### config.mk
export PLATFORM = sky130hd
export DESIGN_NAME = uart_wake_rx
export DESIGN_NICKNAME = d
export VERILOG_FILES = /design/src/rtl/uwr_pkg.sv /design/src/rtl/uwr_sync.sv /design/src/rtl/uwr_frame.sv /design/src/rtl/uwr_wake.sv /design/src/rtl/uart_wake_rx.sv
export SDC_FILE = /design/constraint.sdc
export NUM_CORES = 1
export LEC_CHECK = 0
export BUFFER_PORTS_ARGS = -buffer_cell sky130_fd_sc_hd__buf_2
export CELL_PAD_IN_SITES_DETAIL_PLACEMENT = 0
export CELL_PAD_IN_SITES_GLOBAL_PLACEMENT = 1
export CORE_ASPECT_RATIO = 0.9
export CORE_UTILIZATION = 48
export DETAILED_ROUTE_END_ITERATION = 8
export GPL_TIMING_DRIVEN = 0
export PLACE_DENSITY = 0.85
export RECOVER_POWER = 50
export SLEW_MARGIN = 20
export SYNTH_ARGS = -nofsm -noshare
export SYNTH_HDL_FRONTEND = slang
export SYNTH_SLANG_ARGS = --single-unit
### constraint.sdc
create_clock -name clk -period 2.5 [get_ports clk]
set_input_delay 0.25 -clock clk [delete_from_list [all_inputs] [get_ports clk]]
set_output_delay 0.25 -clock clk [all_outputs]
set_load 0.03 [all_outputs]
### src/rtl/uwr_pkg.sv
package uwr_pkg;
   typedef enum logic [1:0] {
      FR_IDLE  = 2'd0,
      FR_START = 2'd1,
      FR_DATA  = 2'd2,
      FR_STOP  = 2'd3
   } fr_state_t;
endpackage

### src/rtl/uwr_sync.sv
// Multi-stage line synchronizer with edge detection on the resynchronized level.
module uwr_sync #(
   parameter int STAGES = 2
) (
   input  logic clk,
   input  logic rst_n,
   input  logic line_i,
   output logic level_o,
   output logic fall_o,
   output logic rise_o
);
   logic [STAGES-1:0] chain;
   logic              level_q;

   always_ff @(posedge clk or negedge rst_n) begin
      if (!rst_n) chain[0] <= 1'b1;
      else        chain[0] <= line_i;
   end

   for (genvar s = 1; s < STAGES; s++) begin : g_stage
      always_ff @(posedge clk or negedge rst_n) begin
         if (!rst_n) chain[s] <= 1'b1;
         else        chain[s] <= chain[s-1];
      end
   end

   always_ff @(posedge clk or negedge rst_n) begin
      if (!rst_n) level_q <= 1'b1;
      else        level_q <= chain[STAGES-1];
   end

   assign level_o = chain[STAGES-1];
   assign fall_o  = level_q & ~chain[STAGES-1];
   assign rise_o  = ~level_q & chain[STAGES-1];
endmodule

### src/rtl/uwr_frame.sv
// Start/data/stop framer, mid-bit sampling on an oversampling tick.
module uwr_frame
   import uwr_pkg::*;
#(
   parameter int DATA_W = 8,
   parameter int OVS    = 16
) (
   input  logic              clk,
   input  logic              rst_n,
   input  logic              tick_i,
   input  logic              rx_i,
   input  logic              fall_i,
   input  logic              hold_i,
   output logic              busy_o,
   output logic              done_o,
   output logic [DATA_W-1:0] data_o,
   output logic              stop_o
);
   localparam int CW = $clog2(OVS);
   localparam int BW = $clog2(DATA_W);
   localparam logic [CW-1:0] MID  = CW'(OVS/2 - 1);
   localparam logic [CW-1:0] FULL = CW'(OVS - 1);
   localparam logic [BW-1:0] LAST = BW'(DATA_W - 1);

   fr_state_t         state;
   logic [CW-1:0]     cnt;
   logic [BW-1:0]     idx;
   logic [DATA_W-1:0] shreg;

   always_ff @(posedge clk or negedge rst_n) begin
      if (!rst_n) begin
         state  <= FR_IDLE;
         cnt    <= '0;
         idx    <= '0;
         shreg  <= '0;
         done_o <= 1'b0;
         stop_o <= 1'b0;
      end else begin
         done_o <= 1'b0;
         case (state)
            FR_IDLE: begin
               if (fall_i && !hold_i) begin
                  state <= FR_START;
                  cnt   <= '0;
               end
            end
            FR_START: begin
               if (tick_i) begin
                  if (cnt == MID) begin
                     cnt <= '0;
                     idx <= '0;
                     state <= rx_i ? FR_IDLE : FR_DATA;
                  end else begin
                     cnt <= cnt + 1'b1;
                  end
               end
            end
            FR_DATA: begin
               if (tick_i) begin
                  if (cnt == FULL) begin
                     cnt   <= '0;
                     shreg <= {rx_i, shreg[DATA_W-1:1]};
                     if (idx == LAST) state <= FR_STOP;
                     else             idx   <= idx + 1'b1;
                  end else begin
                     cnt <= cnt + 1'b1;
                  end
               end
            end
            FR_STOP: begin
               if (tick_i) begin
                  if (cnt == FULL) begin
                     cnt    <= '0;
                     done_o <= 1'b1;
                     stop_o <= rx_i;
                     state  <= FR_IDLE;
                  end else begin
                     cnt <= cnt + 1'b1;
                  end
               end
            end
            default: state <= FR_IDLE;
         endcase
      end
   end

   assign busy_o = (state != FR_IDLE);
   assign data_o = shreg;
endmodule

### src/rtl/uwr_wake.sv
// Wake-up arming: falling edge raises the event, following rising edge disarms.
module uwr_wake (
   input  logic clk,
   input  logic rst_n,
   input  logic set_i,
   input  logic idle_i,
   input  logic fall_i,
   input  logic rise_i,
   output logic en_o,
   output logic evt_o
);
   logic seen;

   always_ff @(posedge clk or negedge rst_n) begin
      if (!rst_n) begin
         en_o <= 1'b0;
         seen <= 1'b0;
      end else if (!en_o) begin
         seen <= 1'b0;
         if (set_i && idle_i && !fall_i) en_o <= 1'b1;
      end else if (!seen) begin
         if (fall_i) seen <= 1'b1;
      end else if (rise_i) begin
         en_o <= 1'b0;
         seen <= 1'b0;
      end
   end

   assign evt_o = en_o & ~seen & fall_i;
endmodule

### src/rtl/uart_wake_rx.sv
module uart_wake_rx #(
   parameter int DATA_W      = 8,
   parameter int OVS         = 16,
   parameter int SYNC_STAGES = 2
) (
   input  logic              clk,
   input  logic              rst_n,
   input  logic              rx_i,
   input  logic              tick_i,
   input  logic              rd_i,
   input  logic              wake_set_i,
   output logic [DATA_W-1:0] rd_data_o,
   output logic              irq_o,
   output logic              ferr_o,
   output logic              idle_o,
   output logic              wake_o
);
   if (OVS < 4 || (OVS % 2) != 0) begin : g_bad_ovs
      $error("OVS must be even and at least 4");
   end
   if (DATA_W < 5 || DATA_W > 9) begin : g_bad_width
      $error("DATA_W must lie in 5..9");
   end
   if (SYNC_STAGES < 2) begin : g_bad_sync
      $error("SYNC_STAGES must be at least 2");
   end

   logic              line_s, line_fall, line_rise;
   logic              fr_busy, fr_done, fr_stop;
   logic [DATA_W-1:0] fr_data;
   logic              wake_en, wake_evt;
   logic [DATA_W-1:0] data_q;
   logic              irq_q, ferr_q;

   uwr_sync #(.STAGES(SYNC_STAGES)) u_sync (
      .clk(clk), .rst_n(rst_n), .line_i(rx_i),
      .level_o(line_s), .fall_o(line_fall), .rise_o(line_rise)
   );

   uwr_frame #(.DATA_W(DATA_W), .OVS(OVS)) u_frame (
      .clk(clk), .rst_n(rst_n), .tick_i(tick_i), .rx_i(line_s),
      .fall_i(line_fall), .hold_i(wake_en), .busy_o(fr_busy),
      .done_o(fr_done), .data_o(fr_data), .stop_o(fr_stop)
   );

   uwr_wake u_wake (
      .clk(clk), .rst_n(rst_n), .set_i(wake_set_i), .idle_i(~fr_busy),
      .fall_i(line_fall), .rise_i(line_rise), .en_o(wake_en), .evt_o(wake_evt)
   );

   always_ff @(posedge clk or negedge rst_n) begin
      if (!rst_n) begin
         data_q <= '0;
         irq_q  <= 1'b0;
         ferr_q <= 1'b0;
      end else if (fr_done) begin
         data_q <= fr_data;
         ferr_q <= ~fr_stop;
         irq_q  <= 1'b1;
      end else if (wake_evt) begin
         data_q <= '0;
         ferr_q <= 1'b0;
         irq_q  <= 1'b1;
      end else if (rd_i) begin
         irq_q  <= 1'b0;
      end
   end

   assign rd_data_o = data_q;
   assign irq_o     = irq_q;
   assign ferr_o    = ferr_q;
   assign idle_o    = ~fr_busy;
   assign wake_o    = wake_en;
endmodule

==> results.tsv, run 1 <==
metric	value	unit
fin_crit	1758	ps
cp.arrival	1970	ps
io_pins	18	
n_fill_cell	249	
numCtsBuffers	5	
rows	18	
path_clk_slew	100	ps
hp-class	in -> reg	
crit_type	reg -> reg	
vias	1021	
routed_wl	2.437	mm
place_congestion	0.7634	
rsz0062_at_grt	no	
final_util	0.6013	
hold_path_depth	2	
finalPower	0.001457	W
worst-r2r-cell-count	5	
finalNonFillerCells	186	
syn_area	1461	um^2
ys_seq_area_frac	0.5848	
multiInputGateArea	538.0	um^2
grt_first_pass_wirelength	3.836	mm
setup_viol	0	
cts_tree	yes	
grt_max_degree	35	
initial_core_util	0.5191	
clockBufferDepth	2	
postRouteAntennaNets	0	
finClkSkew	6.188	ps
ys_seq_elements	34	
nNetsFinal	154	
vdd_drop_max	0.4080	mV
firstDrtPassIters	4	
wl_per_cell	13.10	um
cts_sinks	34	
clockRootBuffer	clkbuf_4	
critPathCaptureType	flip-flop	
grt_pass1_vias	877	
fp.dieW	60.16	um
final_cell_mix	dfrtp_1 (31), buf_2 (18), mux2_2 (10)	
hold_path.startpoint	rd_i	
yosysWarnings	0	
r2r_end	u_frame.data_o[5]	
p_per_area	860.4	nW/um^2
track_usage	0.1634	
fp.coreArea	2815	um^2
async_flop_share	1.000	
syn_to_final_growth	15.84	%
r2r_slack	740	ps
maxSlewHeadroom	0.5267	
synthCells	119	
timing.final.crit_share	0.7033	
slew_violations	0	
synth_cell_types	37	
antenna_cells	0	
crit_required	2710	ps
dp_hpwl	1.736	mm
synth_nets	128	
fmax	568.7	MHz
fin_tns_setup	0	ps
cp_max_fo	8	
io_buffers	17	
drt_iter0_markers	27	
layout-drive-gt1-share	0.3014	
dp_cells	176	
route.detailed.drc	0	
postCtsSetupBuffers	0	
outcome	completed	
vias_per_cell	5.489	
worst_pin_slew	709.9	ps
hold_violations	0	
worst_hold_path.endpoint	irq_o	
synth_edf_count	0	
clk_latency	320	ps
grt_remaining_overflow	0	
mostFrequentLayoutCell	dfrtp_1	
die_area	3269	um^2
cts-htree-levels	2	
die_h	54.35	um
max-cap-violations	0	
r2r-start	u_frame.cnt[0]	
seq_area	854.6	um^2
antenna_found_initial	0	
static-leakage-power	0.8219	nW
avgSynthCellArea	12.28	um^2
synth_ff_type	dfrtp_1	
startpoint_type	flip-flop	
-- power by group --
group          switching, W  internal (W)  leakage [nW]
registers         0.0000510      0.000624         0.448
logic              0.000248      0.000165         0.329
clock network      0.000176      0.000192        0.0446
total              0.000475      0.000981         0.822
-- sequential cells by signal (all words and copies together) (netlist names), named ones only --
name            cells
u_sync.level_q      1
u_frame.cnt         4
u_wake.en_o         1
irq_o               1
u_frame.done_o      1
u_frame.data_o      8
u_wake.seen         1
u_frame.state       1
u_frame.idx         3
u_frame.stop_o      1
ferr_o              1
u_sync.level_o      1
u_sync.chain        1
rd_data_o           8
-- worst max path at each step --
| stage | slack, ps | start | to | depth (start not counted) |
|---|---|---|---|---|
| 2_1_floorplan | 940 | u_frame.cnt[0] | u_frame.data_o[0] | 5 |
| 3_3_place_gp | 780 | u_frame.cnt[0] | u_frame.data_o[5] | 5 |
| 3_5_place_dp | 750 | u_frame.cnt[0] | u_frame.data_o[5] | 5 |
| 4_1_cts | 720 | u_frame.cnt[0] | u_frame.data_o[5] | 5 |
| 5_1_grt | 630 | u_frame.cnt[1] | u_frame.data_o[7] | 5 |
| 6_report | 740 | u_frame.cnt[0] | u_frame.data_o[5] | 5 |
-- Yosys cell counts (all sizes together) (2+ instances only) --
cell | count | share of area
dfrtp | 31 | 0.53
mux2 | 10 | 0.077
a22o | 8 | 0.048
inv | 8 | 0.021
nand2 | 7 | 0.018
o21ai | 6 | 0.021
buf | 5 | 0.021
nand3 | 4 | 0.014
nor2 | 4 | 0.012
dfstp | 3 | 0.054
ha | 3 | 0.026
nand4 | 3 | 0.013
a21oi | 2 | 0.0068
a32o | 2 | 0.014
clkbuf | 2 | 0.0060
nand2b | 2 | 0.0086
o31a | 2 | 0.012
o31ai | 2 | 0.010
-- kinds of logic (layout without fill, tap and decap cells) --
family / count (synthesis) / count (layout) / synth area share
DFF: 34 / 34 / 0.5848
AOI/OAI and AO/OA: 30 / 30 / 0.1601
and+or+nand+nor: 26 / 26 / 0.09932
buffers and inverters: 15 / 42 / 0.04708
muxes: 10 / 10 / 0.07706
adders and majority gates: 3 / 3 / 0.02569
xor gates and xnor gates: 1 / 1 / 0.005994
-- per-layer routing --
metal | up-vias | global-route usage | share of wire
li1 | 486 | - | -
met1 | 509 | 0.2055 | 0.49
met2 | 21 | 0.2564 | 0.46
met3 | 5 | 0.04965 | 0.041
met4 | 0 | 0.08140 | 0.014
met5 | - | 0 | 0
-- final cells by class --
cell class                      count  share of cell area
Inverter                            8             0.01774
Sequential cell                    34              0.5048
Multi-Input combinational cell     70              0.3178
Clock buffer                        8             0.04656
Timing Repair Buffer               19             0.06061
Buffer                              7             0.02291
Tap cell                           40             0.02956
-- critical path, stage by stage, from the launching register on --
cell and delay [ps]:
dfrtp_1 390, ha_1 150, buf_2 190, nand4_1 150, nor2_2 380, mux2_2 380
-- per-stage QoR --
step           instance area, um^2  worst slack [ps]  hold WS (ps)
6_report                      1693             741.6         97.47
5_1_grt                       1693             628.4         82.92
4_1_cts                       1695             721.6         81.16
3_5_place_dp                  1597             748.8         347.5
3_3_place_gp                  1597             781.7         337.7
2_1_floorplan                 1461             943.5        -45.59
-- timing repair --
item                      CTS  global route
gates resized for setup     0             0
hold buffers                2             0
hold endpoints to repair   32             0
Note: power is estimated with default switching activity, not from simulation.
==> run 2: changes to the inputs <==
--- a/config.mk
+++ b/config.mk
@@ -9,10 +9,10 @@
 export CELL_PAD_IN_SITES_DETAIL_PLACEMENT = 0
 export CELL_PAD_IN_SITES_GLOBAL_PLACEMENT = 1
 export CORE_ASPECT_RATIO = 0.9
-export CORE_UTILIZATION = 48
+export CORE_UTILIZATION = 41
 export DETAILED_ROUTE_END_ITERATION = 8
 export GPL_TIMING_DRIVEN = 0
-export PLACE_DENSITY = 0.85
+export PLACE_DENSITY = 0.78
 export RECOVER_POWER = 50
 export SLEW_MARGIN = 20
 export SYNTH_ARGS = -nofsm -noshare
==> constraint.sdc (replaced) <==
create_clock -name clk -period 1.5 [get_ports clk]
set_input_delay 0.15 -clock clk [delete_from_list [all_inputs] [get_ports clk]]
set_output_delay 0.15 -clock clk [all_outputs]
set_load 0.03 [all_outputs]
==> run 2 against run 1 <==
  * The run now ends with negative setup slack left
  * Hold slack lost 39 ps
  * Clock power grew 130%
  * Non-clock buffer count grew 7
  * Sequential share of layout area shrank 5.2 points
  * Worst setup slack lost 780 ps
  * Clock skew grew 0.63 ps
  * Global-route usage grew 0.81 points
  * Critical path type unchanged
  * Largest power group unchanged
==> results.tsv, run 2 (synthesized netlist as in run 1, its figures left out) <==
metric	value	unit	change
outcome	finished, violations left		
violations	negative setup slack		
top_layer	met4		
vias	1024		+0.29%
crit_required	1680	ps	-1030 ps
nNetsFinal	161		+4.5%
n_fill_cell	299		+20%
initial_core_util	0.4326		-0.08652
track_usage	0.1715		+0.008123
grt_remaining_overflow	0		unchanged
wl_met3	134	um	+33%
slew_violations	0		unchanged
met1Wirelength	1.328	mm	+12%
fp.dieW	64.93	um	+7.9%
die_area	3808	um^2	+16%
crit_slowest_cell	dfrtp_1		
fmax	652.1	MHz	+15%
met2_length	1.317	mm	+19%
routed_wl	2.796	mm	+15%
clockBufferDepth	2		unchanged
grt_max_degree	35		unchanged
syn_to_final_growth	29.02	%	
fin_crit	1533	ps	-225.0 ps
grt_pass1_vias	975		+11%
crit_buf_inv	0		-1
worst_pin_slew	827.7	ps	+117.8 ps
firstDrtPassIters	4		unchanged
final_cell_mix	dfrtp_1 (31), clkbuf_1 (11), mux2_4 (9), buf_4 (9)		
path_clk_slew	60	ps	-40 ps
vdd_drop_max	0.7647	mV	+87%
antenna_cells	0		unchanged
setup_viol	3		+3
startpoint_type	flip-flop		
drt_iter0_markers	29		+7.4%
p_per_area	1506	nW/um^2	+75%
vias_per_cell	5.198		-5.3%
static-leakage-power	0.8468	nW	+3.0%
cp_max_fo	6		-2
cts-htree-levels	2		unchanged
clk_latency	280	ps	-40 ps
max-cap-violations	0		unchanged
place_worst_setup_slack	-139.1	ps	-887.9 ps
io_buffers	17		unchanged
final.setup.worst_slack	-33.39	ps	-775.0 ps
rsz0062_at_grt	yes		
fp.coreArea	3378	um^2	+20%
multiInputGateArea	621.8	um^2	+16%
postRouteAntennaNets	0		unchanged
antenna_found_initial	0		unchanged
finClkSkew	6.814	ps	+0.6258 ps
clockRootBuffer	clkbuf_8		
cts_sinks	34		unchanged
hold_ws	58.45	ps	-39.02 ps
numCtsBuffers	5		unchanged
crit_family	flip-flops		
timing.final.crit_share	1.022		+0.3189
place_congestion	0.8012		+5.0%
max_stage_delay	380	ps	about the same
dp_hpwl	1.826	mm	+5.2%
die_h	58.64	um	+7.9%
io_pins	18		unchanged
mostFrequentLayoutCell	dfrtp_1		
hp-class	in -> reg		
layout-drive-gt1-share	0.3333		+0.03196
worstPathCellList	ha_2 > ha_4 > and4bb_2 > o2111ai_4 > o31ai_1		
route.detailed.drc	0		unchanged
cts_tree	yes		
rows	20		+2
critPathCaptureType	flip-flop		
maxSlewHeadroom	0.4482		-0.07853
grt_first_pass_wirelength	4.843	mm	+26%
hold_violations	0		unchanged
wl_per_cell	14.19	um	+8.3%
cp.arrival	1710	ps	-260 ps
seq_area	854.6	um^2	unchanged
crit_type	reg -> reg		
-- run 2: cell types whose count changed in the layout (fill, tap and decap cells not counted), sizes merged --
cell    previous run  this run
clkbuf            12        20
buf               20        18
bufinv             0         1
-- run 2: where the power goes --
part           switching (W)  total [W]  internal (W)
registers          0.0000821    0.00112       0.00104
clock network       0.000312   0.000853      0.000541
logic               0.000486   0.000862      0.000376
total               0.000880    0.00284       0.00196
-- run 2: worst paths after layout --
kind	start	slack, ps	cells after the start	end
setup reg to reg	u_frame.idx[1]	-30	5	u_frame.idx[2]
hold reg to reg	u_sync.chain[0]	360	0	u_sync.level_o
max in group asynchronous	rst_n	480	2	u_frame.idx[1]
setup / recovery	u_frame.idx[1]	-30	5	u_frame.idx[2]
min in group asynchronous	rst_n	500	2	u_frame.cnt[1]
hold / removal	rd_i	60	2	irq_o
-- run 2: stage by stage --
stage | TNS (ps) | total power [W] | utilization | std cells | area (um^2)
after floorplan | 0 | 0.001688 | - | 119 | 1480
after global placement | -1057 | 0.001830 | 0.4796 | 180 | 1620
after detailed placement | -2193 | 0.001874 | 0.4796 | 180 | 1620
after CTS | -459.8 | 0.002845 | 0.5607 | 197 | 1894
after global routing | -509.4 | 0.003010 | 0.5581 | 197 | 1886
final | -81.40 | 0.002839 | 0.5581 | 197 | 1886
-- run 2: what timing repair did --
item | in CTS | in global routing
setup buffers | 8 | 1
setup endpoints to repair | 23 | 17
hold endpoints to repair | 32 | 0
hold buffers | 2 | 0
resized for setup | 18 | 5
pin swaps | 8 | 8
-- run 2: routing by layer --
layer | vias up | track usage
met3 | 2 | 0.05233
met5 | - | 0
met4 | 0 | 0.05714
met1 | 501 | 0.2462
li1 | 495 | -
met2 | 26 | 0.2470
-- run 2: final cells by class --
class | instances | share of cell area
buffer | 5 | 0.01725
clock buffer | 7 | 0.04579
clock inverter | 1 | 0.01593
inverter | 8 | 0.01593
multi-input combinational | 70 | 0.3298
sequential | 34 | 0.4532
tap | 44 | 0.02920
timing repair buffer | 28 | 0.09290
